## config.mk

```make
export PLATFORM = sky130hd
export DESIGN_NAME = quad_slot_mailbox
export DESIGN_NICKNAME = d
export VERILOG_FILES = /design/src/rtl/qsm_pkg.sv /design/src/rtl/qsm_slots.sv /design/src/rtl/qsm_ctrl.sv /design/src/rtl/qsm_writer.sv /design/src/rtl/qsm_reader.sv /design/src/rtl/quad_slot_mailbox.sv
export SDC_FILE = /design/constraint.sdc
export NUM_CORES = 1
export LEC_CHECK = 0
export ABC_AREA = 1
export BUFFER_PORTS_ARGS = -buffer_cell sky130_fd_sc_hd__buf_4
export CAP_MARGIN = 20
export CORE_MARGIN = 4
export CORE_UTILIZATION = 45
export DETAILED_ROUTE_END_ITERATION = 7
export SLEW_MARGIN = 20
export SYNTH_ARGS = -nofsm -noshare
export SYNTH_HDL_FRONTEND = slang
export SYNTH_HIERARCHICAL = 1
export SYNTH_SLANG_ARGS = --single-unit
```

## constraint.sdc

```tcl
create_clock -name clk -period 3.38 [get_ports clk]
set_clock_uncertainty 0.05 [all_clocks]
set_input_delay 0.338 -clock clk [delete_from_list [all_inputs] [get_ports clk]]
set_output_delay 0.338 -clock clk [all_outputs]
set_load 0.01 [all_outputs]
```

## src/rtl/qsm_pkg.sv

```systemverilog
package qsm_pkg;
  localparam int unsigned PAIRS = 2;
  localparam int unsigned SLOTS = 2 * PAIRS;
  localparam int unsigned AW    = $clog2(SLOTS);

  typedef struct packed {
    logic pair;
    logic idx;
  } slot_addr_t;

  typedef enum logic [2:0] {
    WS_IDLE,
    WS_PICK_PAIR,
    WS_PICK_IDX,
    WS_STORE,
    WS_PUB_IDX,
    WS_PUB_NEWEST
  } wstate_t;

  typedef enum logic [2:0] {
    RS_IDLE,
    RS_TAKE_NEWEST,
    RS_CLAIM,
    RS_PICK_IDX,
    RS_FETCH
  } rstate_t;
endpackage

```

## src/rtl/qsm_slots.sv

```systemverilog
module qsm_slots import qsm_pkg::*; #(
  parameter int unsigned DW = 32
) (
  input  logic          clk,
  input  logic          rst,
  input  logic          we,
  input  logic [AW-1:0] waddr,
  input  logic [DW-1:0] wdata,
  input  logic          re,
  input  logic [AW-1:0] raddr,
  output logic [DW-1:0] q
);
  logic [DW-1:0] mem [SLOTS];

  // Write port: one word per cycle, cleared on reset.
  always_ff @(posedge clk) begin
    if (rst) begin
      for (int s = 0; s < SLOTS; s++) mem[s] <= '0;
    end else if (we) begin
      mem[waddr] <= wdata;
    end
  end

  // Registered read port; holds its word until the next fetch.
  always_ff @(posedge clk) begin
    if (rst)     q <= '0;
    else if (re) q <= mem[raddr];
  end
endmodule

```

## src/rtl/qsm_ctrl.sv

```systemverilog
module qsm_ctrl import qsm_pkg::*; (
  input  logic             clk,
  input  logic             rst,
  // producer side
  input  logic             w_rsample,
  input  logic             w_idx_we,
  input  logic             w_idx_sel,
  input  logic             w_idx_val,
  input  logic             w_new_we,
  input  logic             w_new_val,
  output logic             w_claim,
  output logic [PAIRS-1:0] w_idx,
  // consumer side
  input  logic             r_claim_we,
  input  logic             r_claim_val,
  output logic             r_newest,
  output logic [PAIRS-1:0] r_idx
);
  logic             claim_q;
  logic             newest_q;
  logic [PAIRS-1:0] idx_q;
  logic             seen_claim_q;

  always_ff @(posedge clk) begin
    if (rst)             claim_q <= 1'b0;
    else if (r_claim_we) claim_q <= r_claim_val;
  end

  always_ff @(posedge clk) begin
    if (rst)           newest_q <= 1'b0;
    else if (w_new_we) newest_q <= w_new_val;
  end

  for (genvar p = 0; p < PAIRS; p++) begin : g_pair
    logic bit_q;
    logic hit;
    assign hit = w_idx_we && (w_idx_sel == 1'(p));
    always_ff @(posedge clk) begin
      if (rst)      bit_q <= 1'b0;
      else if (hit) bit_q <= w_idx_val;
    end
    assign idx_q[p] = bit_q;
    // producer-first: a same-cycle update is visible to the consumer
    assign r_idx[p] = hit ? w_idx_val : bit_q;
  end

  // producer reads before the consumer writes in the same cycle
  assign w_claim  = claim_q;
  assign w_idx    = idx_q;
  assign r_newest = w_new_we ? w_new_val : newest_q;

  // claim value observed by the producer at its first step
  always_ff @(posedge clk) begin
    if (rst)            seen_claim_q <= 1'b0;
    else if (w_rsample) seen_claim_q <= claim_q;
  end

  AST_NEWEST_AWAY: assert property (@(posedge clk) disable iff (rst)
    w_new_we |-> (w_new_val != seen_claim_q));

  AST_IDX_FLIPS: assert property (@(posedge clk) disable iff (rst)
    w_idx_we |-> (w_idx_val != idx_q[w_idx_sel]));
endmodule

```

## src/rtl/qsm_writer.sv

```systemverilog
module qsm_writer import qsm_pkg::*; #(
  parameter int unsigned DW = 32
) (
  input  logic             clk,
  input  logic             rst,
  input  logic             start,
  input  logic [DW-1:0]    din,
  input  logic             claim_in,
  input  logic [PAIRS-1:0] idx_in,
  output logic             rsample,
  output logic             st_we,
  output slot_addr_t       st_addr,
  output logic [DW-1:0]    st_data,
  output logic             idx_we,
  output logic             idx_sel,
  output logic             idx_val,
  output logic             new_we,
  output logic             new_val,
  output logic             done
);
  wstate_t       st;
  logic          wp;
  logic          wi;
  logic [DW-1:0] word_q;

  always_ff @(posedge clk) begin
    if (rst) begin
      st     <= WS_IDLE;
      wp     <= 1'b0;
      wi     <= 1'b0;
      word_q <= '0;
      done   <= 1'b0;
    end else begin
      done <= 1'b0;
      case (st)
        WS_IDLE: if (start) begin
          word_q <= din;
          st     <= WS_PICK_PAIR;
        end
        WS_PICK_PAIR: begin
          wp <= ~claim_in;
          st <= WS_PICK_IDX;
        end
        WS_PICK_IDX: begin
          wi <= ~idx_in[wp];
          st <= WS_STORE;
        end
        WS_STORE:   st <= WS_PUB_IDX;
        WS_PUB_IDX: st <= WS_PUB_NEWEST;
        WS_PUB_NEWEST: begin
          done <= 1'b1;
          st   <= WS_IDLE;
        end
        default: st <= WS_IDLE;
      endcase
    end
  end

  always_comb begin
    rsample = (st == WS_PICK_PAIR);
    st_we   = (st == WS_STORE);
    st_addr = '{pair: wp, idx: wi};
    st_data = word_q;
    idx_we  = (st == WS_PUB_IDX);
    idx_sel = wp;
    idx_val = wi;
    new_we  = (st == WS_PUB_NEWEST);
    new_val = wp;
  end

  AST_WR_DONE_PULSE: assert property (@(posedge clk) disable iff (rst)
    done |=> !done);
endmodule

```

## src/rtl/qsm_reader.sv

```systemverilog
module qsm_reader import qsm_pkg::*; (
  input  logic             clk,
  input  logic             rst,
  input  logic             start,
  input  logic             newest_in,
  input  logic [PAIRS-1:0] idx_in,
  output logic             claim_we,
  output logic             claim_val,
  output logic             fetch_en,
  output slot_addr_t       fetch_addr,
  output logic             done
);
  rstate_t st;
  logic    rp;
  logic    ri;

  always_ff @(posedge clk) begin
    if (rst) begin
      st   <= RS_IDLE;
      rp   <= 1'b0;
      ri   <= 1'b0;
      done <= 1'b0;
    end else begin
      done <= 1'b0;
      case (st)
        RS_IDLE: if (start) st <= RS_TAKE_NEWEST;
        RS_TAKE_NEWEST: begin
          rp <= newest_in;
          st <= RS_CLAIM;
        end
        RS_CLAIM: st <= RS_PICK_IDX;
        RS_PICK_IDX: begin
          ri <= idx_in[rp];
          st <= RS_FETCH;
        end
        RS_FETCH: begin
          done <= 1'b1;
          st   <= RS_IDLE;
        end
        default: st <= RS_IDLE;
      endcase
    end
  end

  always_comb begin
    claim_we   = (st == RS_CLAIM);
    claim_val  = rp;
    fetch_en   = (st == RS_FETCH);
    fetch_addr = '{pair: rp, idx: ri};
  end

  AST_RD_DONE_PULSE: assert property (@(posedge clk) disable iff (rst)
    done |=> !done);
endmodule

```

## src/rtl/quad_slot_mailbox.sv

```systemverilog
module quad_slot_mailbox import qsm_pkg::*; #(
  parameter int unsigned DW = 32
) (
  input  logic          clk,
  input  logic          rst,
  input  logic          wr_start,
  input  logic [DW-1:0] wr_data,
  output logic          wr_done,
  input  logic          rd_start,
  output logic [DW-1:0] rd_data,
  output logic          rd_done
);
  logic             w_rsample, w_st_we, w_idx_we, w_idx_sel, w_idx_val;
  logic             w_new_we, w_new_val;
  slot_addr_t       w_st_addr;
  logic [DW-1:0]    w_st_data;
  logic             r_claim_we, r_claim_val, r_fetch_en;
  slot_addr_t       r_fetch_addr;
  logic             c_claim, c_newest;
  logic [PAIRS-1:0] c_widx, c_ridx;

  qsm_writer #(.DW(DW)) u_writer (
    .clk      (clk),
    .rst      (rst),
    .start    (wr_start),
    .din      (wr_data),
    .claim_in (c_claim),
    .idx_in   (c_widx),
    .rsample  (w_rsample),
    .st_we    (w_st_we),
    .st_addr  (w_st_addr),
    .st_data  (w_st_data),
    .idx_we   (w_idx_we),
    .idx_sel  (w_idx_sel),
    .idx_val  (w_idx_val),
    .new_we   (w_new_we),
    .new_val  (w_new_val),
    .done     (wr_done)
  );

  qsm_reader u_reader (
    .clk        (clk),
    .rst        (rst),
    .start      (rd_start),
    .newest_in  (c_newest),
    .idx_in     (c_ridx),
    .claim_we   (r_claim_we),
    .claim_val  (r_claim_val),
    .fetch_en   (r_fetch_en),
    .fetch_addr (r_fetch_addr),
    .done       (rd_done)
  );

  qsm_ctrl u_ctrl (
    .clk         (clk),
    .rst         (rst),
    .w_rsample   (w_rsample),
    .w_idx_we    (w_idx_we),
    .w_idx_sel   (w_idx_sel),
    .w_idx_val   (w_idx_val),
    .w_new_we    (w_new_we),
    .w_new_val   (w_new_val),
    .w_claim     (c_claim),
    .w_idx       (c_widx),
    .r_claim_we  (r_claim_we),
    .r_claim_val (r_claim_val),
    .r_newest    (c_newest),
    .r_idx       (c_ridx)
  );

  qsm_slots #(.DW(DW)) u_slots (
    .clk   (clk),
    .rst   (rst),
    .we    (w_st_we),
    .waddr (w_st_addr),
    .wdata (w_st_data),
    .re    (r_fetch_en),
    .raddr (r_fetch_addr),
    .q     (rd_data)
  );

  AST_SLOT_DISJOINT: assert property (@(posedge clk) disable iff (rst)
    (w_st_we && r_fetch_en) |-> (w_st_addr != r_fetch_addr));

  AST_RDATA_HOLD: assert property (@(posedge clk) disable iff (rst)
    !$stable(rd_data) |-> rd_done);
endmodule

```

== Word-level counts from Yosys, hierarchy flattened ==
Memories as Yosys holds them, arrays and structs flattened. A register that Yosys moved wholly into a read port is not among the register bits.
Cells that the tools add are included.

* Bits in read-only memories: 0
* Logic and storage cells: 57
* Input port bits: 36
* Output and inout port bits: 34
* Memories kept: 1
* Bits in writable memories: 128
* Bits in latches: 0
* Bits in registers: 48

* Add/subtract/negate cells: 0
* Reductions and logical operators: 6
* Shift operators: 0
* Order comparisons: 2
* Bitwise operators: 3
* Multiplexer cells: 21
* Equality and inequality tests: 11
* Divide/modulo/power cells: 0
* $mul: 0

{| class="wikitable"
|+ Memory list
! name !! depth !! bits a word !! read ports !! clocked after Yosys merged registers in !! write ports !! line !! source
|-
| u_slots.mem || 4 || 32 || 1 || 1 || 4 || qsm_slots.sv:13 || <nowiki>logic [DW-1:0] mem [SLOTS];</nowiki>
|}

{| class="wikitable"
|+ Operators with widths
! cell !! number
|-
| 32-bit two-way mux || 1
|-
| 32-bit OR reduction || 1
|-
| 1-bit two-way mux || 15
|-
| 3-bit case mux with 5 select lines || 1
|-
| 3-bit by 2-bit equality test with 1-bit output, second input constant || 4
|-
| 3-bit case mux with 4 select lines || 1
|-
| 3-bit equality test, second input constant || 3
|-
| 3-bit by 1-bit equality test with 1-bit output, second input constant || 2
|-
| 3-bit logical NOT || 2
|-
| 3-bit two-way mux || 2
|-
| 1-bit by 2-bit less-than comparator with 1-bit output, second input constant || 2
|-
| 2-bit inequality test, second input constant || 2
|-
| 1-bit inverter || 3
|-
| 1-bit logical AND || 2
|-
| 2-bit two-way mux || 1
|-
| 2-bit AND reduction || 1
|}

== Longest topological paths before layout ==
Gate-level depths: netlist of the first run.

* Depth in word-level cells: 6
* Gate-level depth with buffers: 12
* Depth with buffers taken out: 11

== Modules after synthesis ==
Netlist of the first run, hierarchy kept.

{| class="wikitable"
|+ Modules (own cells, without submodules)
! module !! times used !! area each (um^2) !! cells each
|-
| qsm_slots || 1 || 6755.2 || 668
|-
| qsm_writer || 1 || 1969.4 || 318
|-
| qsm_reader || 1 || 255.2 || 35
|-
| qsm_ctrl || 1 || 201.4 || 31
|}

== Worst setup path after synthesis of the first run ==
No wires, ideal clock.

* Path kind: reg-to-reg
* Start point: reg u_writer.st[1]
* End point: mem u_slots.mem[2][0], enable pin
* Data required time: 2.864 ns
* Setup slack: -0.373 ns
* Path buffers: 2
* Stages on the path, launching flop included: 7
* Data arrival time: 3.237 ns
* Cell sequence: dfxtp_1 buf_2 nand2_1 nor2_1 nand2_2 buf_6 o21ai_0

{| class="wikitable"
|+ RTL lines
! element !! line !! source
|-
| start: declaration || qsm_writer.sv:21 || <nowiki>wstate_t st;</nowiki>
|-
| start signal: assignment || qsm_writer.sv:28 || <nowiki>st <= WS_IDLE;</nowiki>
|-
| start signal: assignment || qsm_writer.sv:38 || <nowiki>st <= WS_PICK_PAIR;</nowiki>
|-
| start signal: assignment || qsm_writer.sv:42 || <nowiki>st <= WS_PICK_IDX;</nowiki>
|-
| end: declaration || qsm_slots.sv:13 ||
|}

==> out/results.env, run 1 <==
ROUTABILITYCONGESTION=0.737
POSTROUTEWIRELENGTH_UM=20500
MAXIMUM_ROOT_TO_SINK_BUFFER_COUNT=3
FINALCOREUTILIZATION_PCT=53.1
DIE_AREA_UM2=22700
GR-TOTAL-OVERFLOW=0
VIA_PER_INST=4.89
NUMBER_OF_BUFFERS_INSERTED_BY_HOLD_REPAIR_AT_CTS=0
FINAL_PERIOD_MINUS_WORST_SETUP_SLACK_NS=2.10
WORST-PATH-MAX-FANOUT=25
SETUP_VIOL=0
N_ANTENNA_CELL=0
FLOW.AREA_GROWTH_FROM_SYNTHESIS_PCT=14.5
WORST_PIN_SLEW_NS=0.971
WORST_SETUP_PATH_START_KIND='flip-flop'
CLOCK_INSERTION_DELAY_WORST_SKEW_NS=0.50
DRC=0
START_UTIL_PCT=46.4
GR-USAGE-ALL-LAYERS_PCT=18.1
GRT_PASS1_VIAS=6100
NUMBER_OF_NETS_IN_THE_LAYOUT=1125
WORST-SETUP-PATH-TYPE='flip-flop to flip-flop'
SLEW_HEADROOM_PCT=35.2
POST-CTS-SETUP-BUFFER-COUNT=0
YOSYSWARNINGCOUNT=6
SYNTH_AREA_UM2=9180
ANTENNA_FOUND_INITIAL=0
VIAS=6710
CTS_ROOT_BUFFER='sky130_fd_sc_hd__clkbuf_16'
PLACE_HPWL_UM=11800
SYNTH_AREA_PER_CELL_UM2=8.73
NUM_IO_PINS=70
FINAL_ANTENNA_NET_COUNT=0
VDD.IR_DROP.WORST_uV=376
CHIPHEIGHT_UM=151
MAXSLEWVIOLCOUNT=0
GLOBAL_ROUTE_WIRE_LENGTH_BEFORE_REPAIR_UM=32500
TRITONCTS_CLOCK_TREE='built'
CRITICAL-PATH-TOP-DELAY-FAMILY='simple AND/OR/NAND/NOR gates'
CORE_REGION_AREA_UM2=19800
CLOCK_TRANSITION_AT_THE_REGISTER_CLOCK_PINS_ON_THE_WORST_SETUP_AND_HOLD_PATHS_AFTER_CTS_NS=0.06
STATIC-LEAKAGE-POWER_nW=4.50
WORST_HOLD_PATH_TYPE='primary input to flip-flop'
POWER_DENSITY_nW_PER_UM2=571
STATUS='complete, no violations'
POSTSYNTHCELLCOUNT=1051
SETUP.WORST_PATH.END_CLASS='flip-flop'
GRT_START_MAX_NET_PINS=66
CP.BUFFERS_INVERTERS=1
FINALCRITPERIODSHARE_PCT=62.1
TIMING.MAX_CAP.VIOLATIONS=0
GRT_SETUP_UNREPAIRED='false'
DIE_WIDTH_UM=151
NUMBER_OF_H_TREE_LEVELS=1
CRITPATHSLOWESTCELL='sky130_fd_sc_hd__dfxtp_1'
IO_BUFFERS=69
TIMING_HOLD_VIOLATIONS_FINAL=0
CTS_RESIZED=0
CRITPATHMAXSTAGEDELAY_NS=0.48
INITIALDRTVIOLATIONCOUNT=574
CTS.SINK_COUNT=208
DRTPASS1ITERATIONS=6
REQUIRED_TIME_REPORTED_FOR_THE_CRITICAL_PATH_ENDPOINT_NS=3.52
SETUP-TNS-FINAL_NS=0
TIMING.FMAX_GHz=0.477
ROUTEDWLPERCELL_UM=15.0
WHS_NS=0.0356
SYNTH_NETS=1087
CP.ARRIVAL_NS=2.24
PLACEMENTROWS=51
CTS_BUFFERS=23
CELL_BY_CELL_TRACE_OF_THE_CRITICAL_PATH='nand2_1 > nor2_1 > nand2_2 > nor2_4 > nand2_2 > nand2_1 > buf_12'
POST_ROUTE_CELLS_DRIVE_ABOVE_1_SHARE_PCT=12.6
worst reg2reg max path, cell delays in order, from the launching register on:
cell and delay [ns]:
sky130_fd_sc_hd__dfxtp_1 0.48, sky130_fd_sc_hd__nand2_1 0.09, sky130_fd_sc_hd__nor2_1 0.24, sky130_fd_sc_hd__nand2_2 0.14, sky130_fd_sc_hd__nor2_4 0.15, sky130_fd_sc_hd__nand2_2 0.06, sky130_fd_sc_hd__nand2_1 0.30, sky130_fd_sc_hd__buf_12 0.26
cell type report:
class	count	area, um2
Fill cell	1865	9280
Clock inverter	8	95.1
Inverter	154	579
Tap cell	265	332
Clock buffer	34	688
Timing Repair Buffer	84	668
Sequential cell	208	5450
Multi-Input combinational cell	618	2700
flip-flops by register name, indices dropped and copies added (netlist names):
signal / flops
u_ctrl/newest_q: 1
u_slots/mem: 128
u_writer/idx_sel: 1
u_reader/done: 1
u_writer/done: 1
u_reader/st: 3
u_writer/idx_val: 1
u_writer/st: 3
u_ctrl/g_pair.bit_q: 2
u_ctrl/w_claim: 1
u_writer/st_data: 32
u_slots/q: 32
u_reader/ri: 1
u_reader/claim_val: 1
routing by layer:
layer	track usage, %	routed length (um)	up-vias
li1	-	-	3419
met1	26.9	9660	3087
met2	28.4	9200	175
met3	2.60	1280	29
met4	4.13	359	0
met5	0	0	-
cell usage in the layout (no fill, tap or decap), types with 4 or more instances in the layout:
master,count
sky130_fd_sc_hd__buf_4,81
sky130_fd_sc_hd__o21ai_0,33
sky130_fd_sc_hd__clkbuf_1,5
sky130_fd_sc_hd__nand2_2,4
sky130_fd_sc_hd__clkbuf_16,24
sky130_fd_sc_hd__clkinv_2,4
sky130_fd_sc_hd__clkbuf_8,5
sky130_fd_sc_hd__inv_1,148
sky130_fd_sc_hd__a21oi_1,38
sky130_fd_sc_hd__nand3_1,69
sky130_fd_sc_hd__nor2_1,143
sky130_fd_sc_hd__nand4_1,32
sky130_fd_sc_hd__nand2_1,254
sky130_fd_sc_hd__dfxtp_1,79
sky130_fd_sc_hd__edfxtp_1,128
sky130_fd_sc_hd__nor3_1,33
power by group:
| group | internal, W | leakage (nW) | switching [W] |
|---|---|---|---|
| Clock | 0.00156 | 0.384 | 0.000974 |
| Combinational | 0.000181 | 2.14 | 0.000416 |
| Sequential | 0.00281 | 1.98 | 0.0000588 |
per-stage QoR:
step | setup slack (ns) | cell area (um2) | power (W) | std cells
floorplan | 0.497 | 9180 | 0.00334 | 1051
global placement | 1.03 | 9720 | 0.00351 | 1329
detailed placement | 1.01 | 9720 | 0.00352 | 1329
CTS | 1.28 | 10500 | 0.00607 | 1371
global route | 1.06 | 10500 | 0.00626 | 1371
finish | 1.28 | 10500 | 0.00600 | 1371
final timing paths:
check	slack, ns	cells past startpoint	end	startpoint
min	0.04	3	u_reader/st[0]	rd_start
max reg2reg	1.28	7	u_slots/mem[1][19]	u_writer/st[1]
min reg2reg	0.41	2	u_ctrl/w_claim	u_ctrl/w_claim
max	1.28	7	u_slots/mem[1][19]	u_writer/st[1]
No activity file was read; power rests on OpenSTA's default activity.
==> run 2: changes to the inputs <==
ABC_AREA = 0   (was 1)
clock period = 2.2 ns   (was 3.38 ns; I/O delays follow)
==> out/results.env, run 2 <==
DP_SLACK_NS=0.332
WORST_SETUP_PATH_START_KIND='flip-flop'
TIMING_HOLD_VIOLATIONS_FINAL=0
SLEW_HEADROOM_PCT=44.7
VDD.IR_DROP.WORST_uV=489
CP.ARRIVAL_NS=1.94
YOSYSWARNINGCOUNT=6
SYNTH_NETS=710
SETUP-TNS-FINAL_NS=0
SYNTH_AREA_UM2=8850
REGTOREGSETUPSLACK_NS=0.33
VIA_PER_INST=5.04
CORE_REGION_AREA_UM2=19400
FF_LATCH_AREA_UM2=5450
SYNTH_AREA_LEADER_CELL='sky130_fd_sc_hd__edfxtp_1'
VIAS=5337
GR-TOTAL-OVERFLOW=0
CRITICAL-PATH-TOP-DELAY-FAMILY='simple AND/OR/NAND/NOR gates'
MAXSLEWVIOLCOUNT=0
POSTROUTEWIRELENGTH_UM=18800
NUMBER_OF_NETS_IN_THE_LAYOUT=813
PLACEMENTROWS=51
START_UTIL_PCT=45.6
TIMING.FMAX_GHz=0.533
CRITICAL_PATH_STAGES=3
SYNTH_TOP_AREA_SHARE_PCT=43.5
POST_ROUTE_CELLS_DRIVE_ABOVE_1_SHARE_PCT=26.8
CHIPHEIGHT_UM=148
CELL_BY_CELL_TRACE_OF_THE_CRITICAL_PATH='and3b_1 > and4bb_2 > or2_2'
SWITCHINGPOWER_W=0.00187
P_SW_SHARE_PCT=22.0
CLK_PWR_SHARE_PCT=42.3
SETUP_VIOL=0
TIMING.MAX_CAP.VIOLATIONS=0
PLACE_HPWL_UM=11500
INITIALDRTVIOLATIONCOUNT=258
N_ANTENNA_CELL=0
AREA_TAKEN_BY_MULTI_INPUT_LOGIC_GATES_UM2=3090
HOLD_END='u_writer/st[0]'
STATIC-LEAKAGE-POWER_nW=3.89
DRTPASS1ITERATIONS=4
WORST_HOLD_PATH_TYPE='primary input to flip-flop'
SYNTH.CELLS.MOST_FREQUENT='sky130_fd_sc_hd__and2_1 (128), sky130_fd_sc_hd__edfxtp_1 (128), sky130_fd_sc_hd__dfxtp_1 (80), sky130_fd_sc_hd__mux2i_1 (71), sky130_fd_sc_hd__nand2_1 (66)'
GRT_SETUP_UNREPAIRED='false'
CTS_RESIZED=0
FLOW.AREA_GROWTH_FROM_SYNTHESIS_PCT=21.2
SYNTH-MAIN-FF-CELL='sky130_fd_sc_hd__edfxtp_1'
ROUTABILITYCONGESTION=0.760
MAX_FLOP_REGISTER='u_slots/mem'
WORST-PATH-MAX-FANOUT=32
YS_TOP_CELLS_BY_AREA='sky130_fd_sc_hd__edfxtp_1 (43%), sky130_fd_sc_hd__dfxtp_1 (18%), sky130_fd_sc_hd__and2_1 (9.1%)'
NUMBER_OF_H_TREE_LEVELS=1
REG2REG_FROM='u_writer/st[2]'
COMBINATIONALPOWERSHARE_PCT=6.2
POST-LAYOUT-TOTAL-POWER_W=0.00851
TRITONCTS_CLOCK_TREE='built'
CP.BUFFERS_INVERTERS=0
STARTPOINT_OF_THE_MOST_CRITICAL_HOLD_PATH='wr_start'
POWER_DENSITY_nW_PER_UM2=793
GRT_START_MAX_NET_PINS=41
DIE_WIDTH_UM=148
CTS_BUFFERS=23
MAXIMUM_ROOT_TO_SINK_BUFFER_COUNT=3
SYNTH_SEQUENTIAL_AREA_RATIO_PCT=61.6
FINAL_ANTENNA_NET_COUNT=0
DRC=0
WORST_PIN_SLEW_NS=0.829
NUM_IO_PINS=70
SYNTH_AREA_PER_CELL_UM2=13.1
CTS_ROOT_BUFFER='sky130_fd_sc_hd__clkbuf_16'
GRT_PASS1_VIAS=5673
ROUTEDWLPERCELL_UM=17.7
SYNTHARSTFLOPSHARE_PCT=0
ANTENNA_FOUND_INITIAL=0
CRITPATHMAXSTAGEDELAY_NS=0.66
STATUS='complete, no violations'
DIE_AREA_UM2=22000
WORST_R2R_ENDPOINT='u_slots/mem[1][3]'
GR-USAGE-ALL-LAYERS_PCT=17.6
POSTSYNTHCELLCOUNT=674
CLOCK_INSERTION_DELAY_WORST_SKEW_NS=0.50
CRITPATHSLOWESTCELL='sky130_fd_sc_hd__or2_2'
INTERNAL_POWER_W=0.00663
FINALCRITPERIODSHARE_PCT=85.2
SETUP.WORST_PATH.END_CLASS='flip-flop'
FINAL_PERIOD_MINUS_WORST_SETUP_SLACK_NS=1.87
WORST-SETUP-PATH-TYPE='flip-flop to flip-flop'
REGISTER_BIT_COUNT_REPORTED_BY_YOSYS=208
MOST-COMMON-LAYOUT-CELLS='sky130_fd_sc_hd__and2_1 (128), sky130_fd_sc_hd__edfxtp_1 (128), sky130_fd_sc_hd__buf_4 (95)'
MAX_REG_FLOPS=128
POWER_FRAC_SEQ_PCT=51.6
IO_BUFFERS=69
SYNTH-EDFF-COUNT=128
WORST_CASE_SETUP_MARGIN_IN_THE_FINAL_LAYOUT_NS=0.325
CTS.SINK_COUNT=208
MIN_DELAY_PATH_DEPTH=3
REQUIRED_TIME_REPORTED_FOR_THE_CRITICAL_PATH_ENDPOINT_NS=2.27
WORSTREGTOREGCELLS=3
SYNTH_CELL_TYPES=41
CLOCK_TRANSITION_AT_THE_REGISTER_CLOCK_PINS_ON_THE_WORST_SETUP_AND_HOLD_PATHS_AFTER_CTS_NS=0.06
FILL_CELLS=1641
GLOBAL_ROUTE_WIRE_LENGTH_BEFORE_REPAIR_UM=30400
run 2: cell families after synthesis:
| kind of cell | after synthesis | synth area share [%] |
|---|---|---|
| buffers and inverters | 55 | 3.83 |
| xor gates and xnor gates | 2 | 0.198 |
| muxes | 74 | 8.46 |
| AOI/OAI and AO/OA | 70 | 7.62 |
| and+or+nand+nor | 265 | 18.3 |
| DFF | 208 | 61.6 |
run 2: final cells by class:
class	instances	share of cell area, %
Sequential cell	208	50.8
Multi-Input combinational cell	411	28.8
Timing Repair Buffer	133	10.7
Clock buffer	32	5.87
Tap cell	265	3.09
Clock inverter	10	0.770
run 2: worst min-delay path, stage by stage:
cell and delay (ns):
sky130_fd_sc_hd__buf_4 0.12, sky130_fd_sc_hd__nor3_1 0.11, sky130_fd_sc_hd__a2111oi_0 0.10
run 2: per-layer routing:
metal	share of wire, %	global-route usage (%)	up-vias
met2	51	31.3	94
li1	-	-	2618
met5	0	0	-
met3	2.7	2.56	40
met1	44	22.4	2585
met4	2.6	5.08	0
run 2: worst max path at each step:
stage,endpoint,from,slack [ns]
2_1_floorplan,u_slots/mem[2][0],u_writer/st[1],0.08
4_1_cts,u_slots/mem[1][8],u_writer/st[2],0.31
5_1_grt,u_slots/mem[1][8],u_writer/st[2],0.21
3_3_place_gp,u_slots/mem[1][7],u_writer/st[2],0.32
6_report,u_slots/mem[1][3],u_writer/st[2],0.33
3_5_place_dp,u_slots/mem[1][8],u_writer/st[2],0.33
run 2: repair_timing:
action                                 4_1_cts  5_1_grt
endpoints found under the hold margin       33        0
buffers inserted                             0        0
hold buffers                                33        0
run 2: stage by stage:
stage / instance area [um2] / utilization (%) / hold slack, ns / instances
2_1_floorplan: 8850 / - / 0.242 / 674
3_3_place_gp: 9680 / 49.9 / 0.407 / 984
3_5_place_dp: 9680 / 49.9 / 0.409 / 984
4_1_cts: 10700 / 55.3 / 0.0452 / 1059
5_1_grt: 10700 / 55.3 / 0.0591 / 1059
6_report: 10700 / 55.3 / 0.0601 / 1059
run 2: power by group through the flow:
stage	combinational (W)	sequential (W)	clock, W
final	0.000526	0.00439	0.00359
after global routing	0.000582	0.00441	0.00387
after CTS	0.000538	0.00439	0.00369
after detailed placement	0.000490	0.00447	0
after global placement	0.000476	0.00446	0
after floorplan	0.000327	0.00443	0
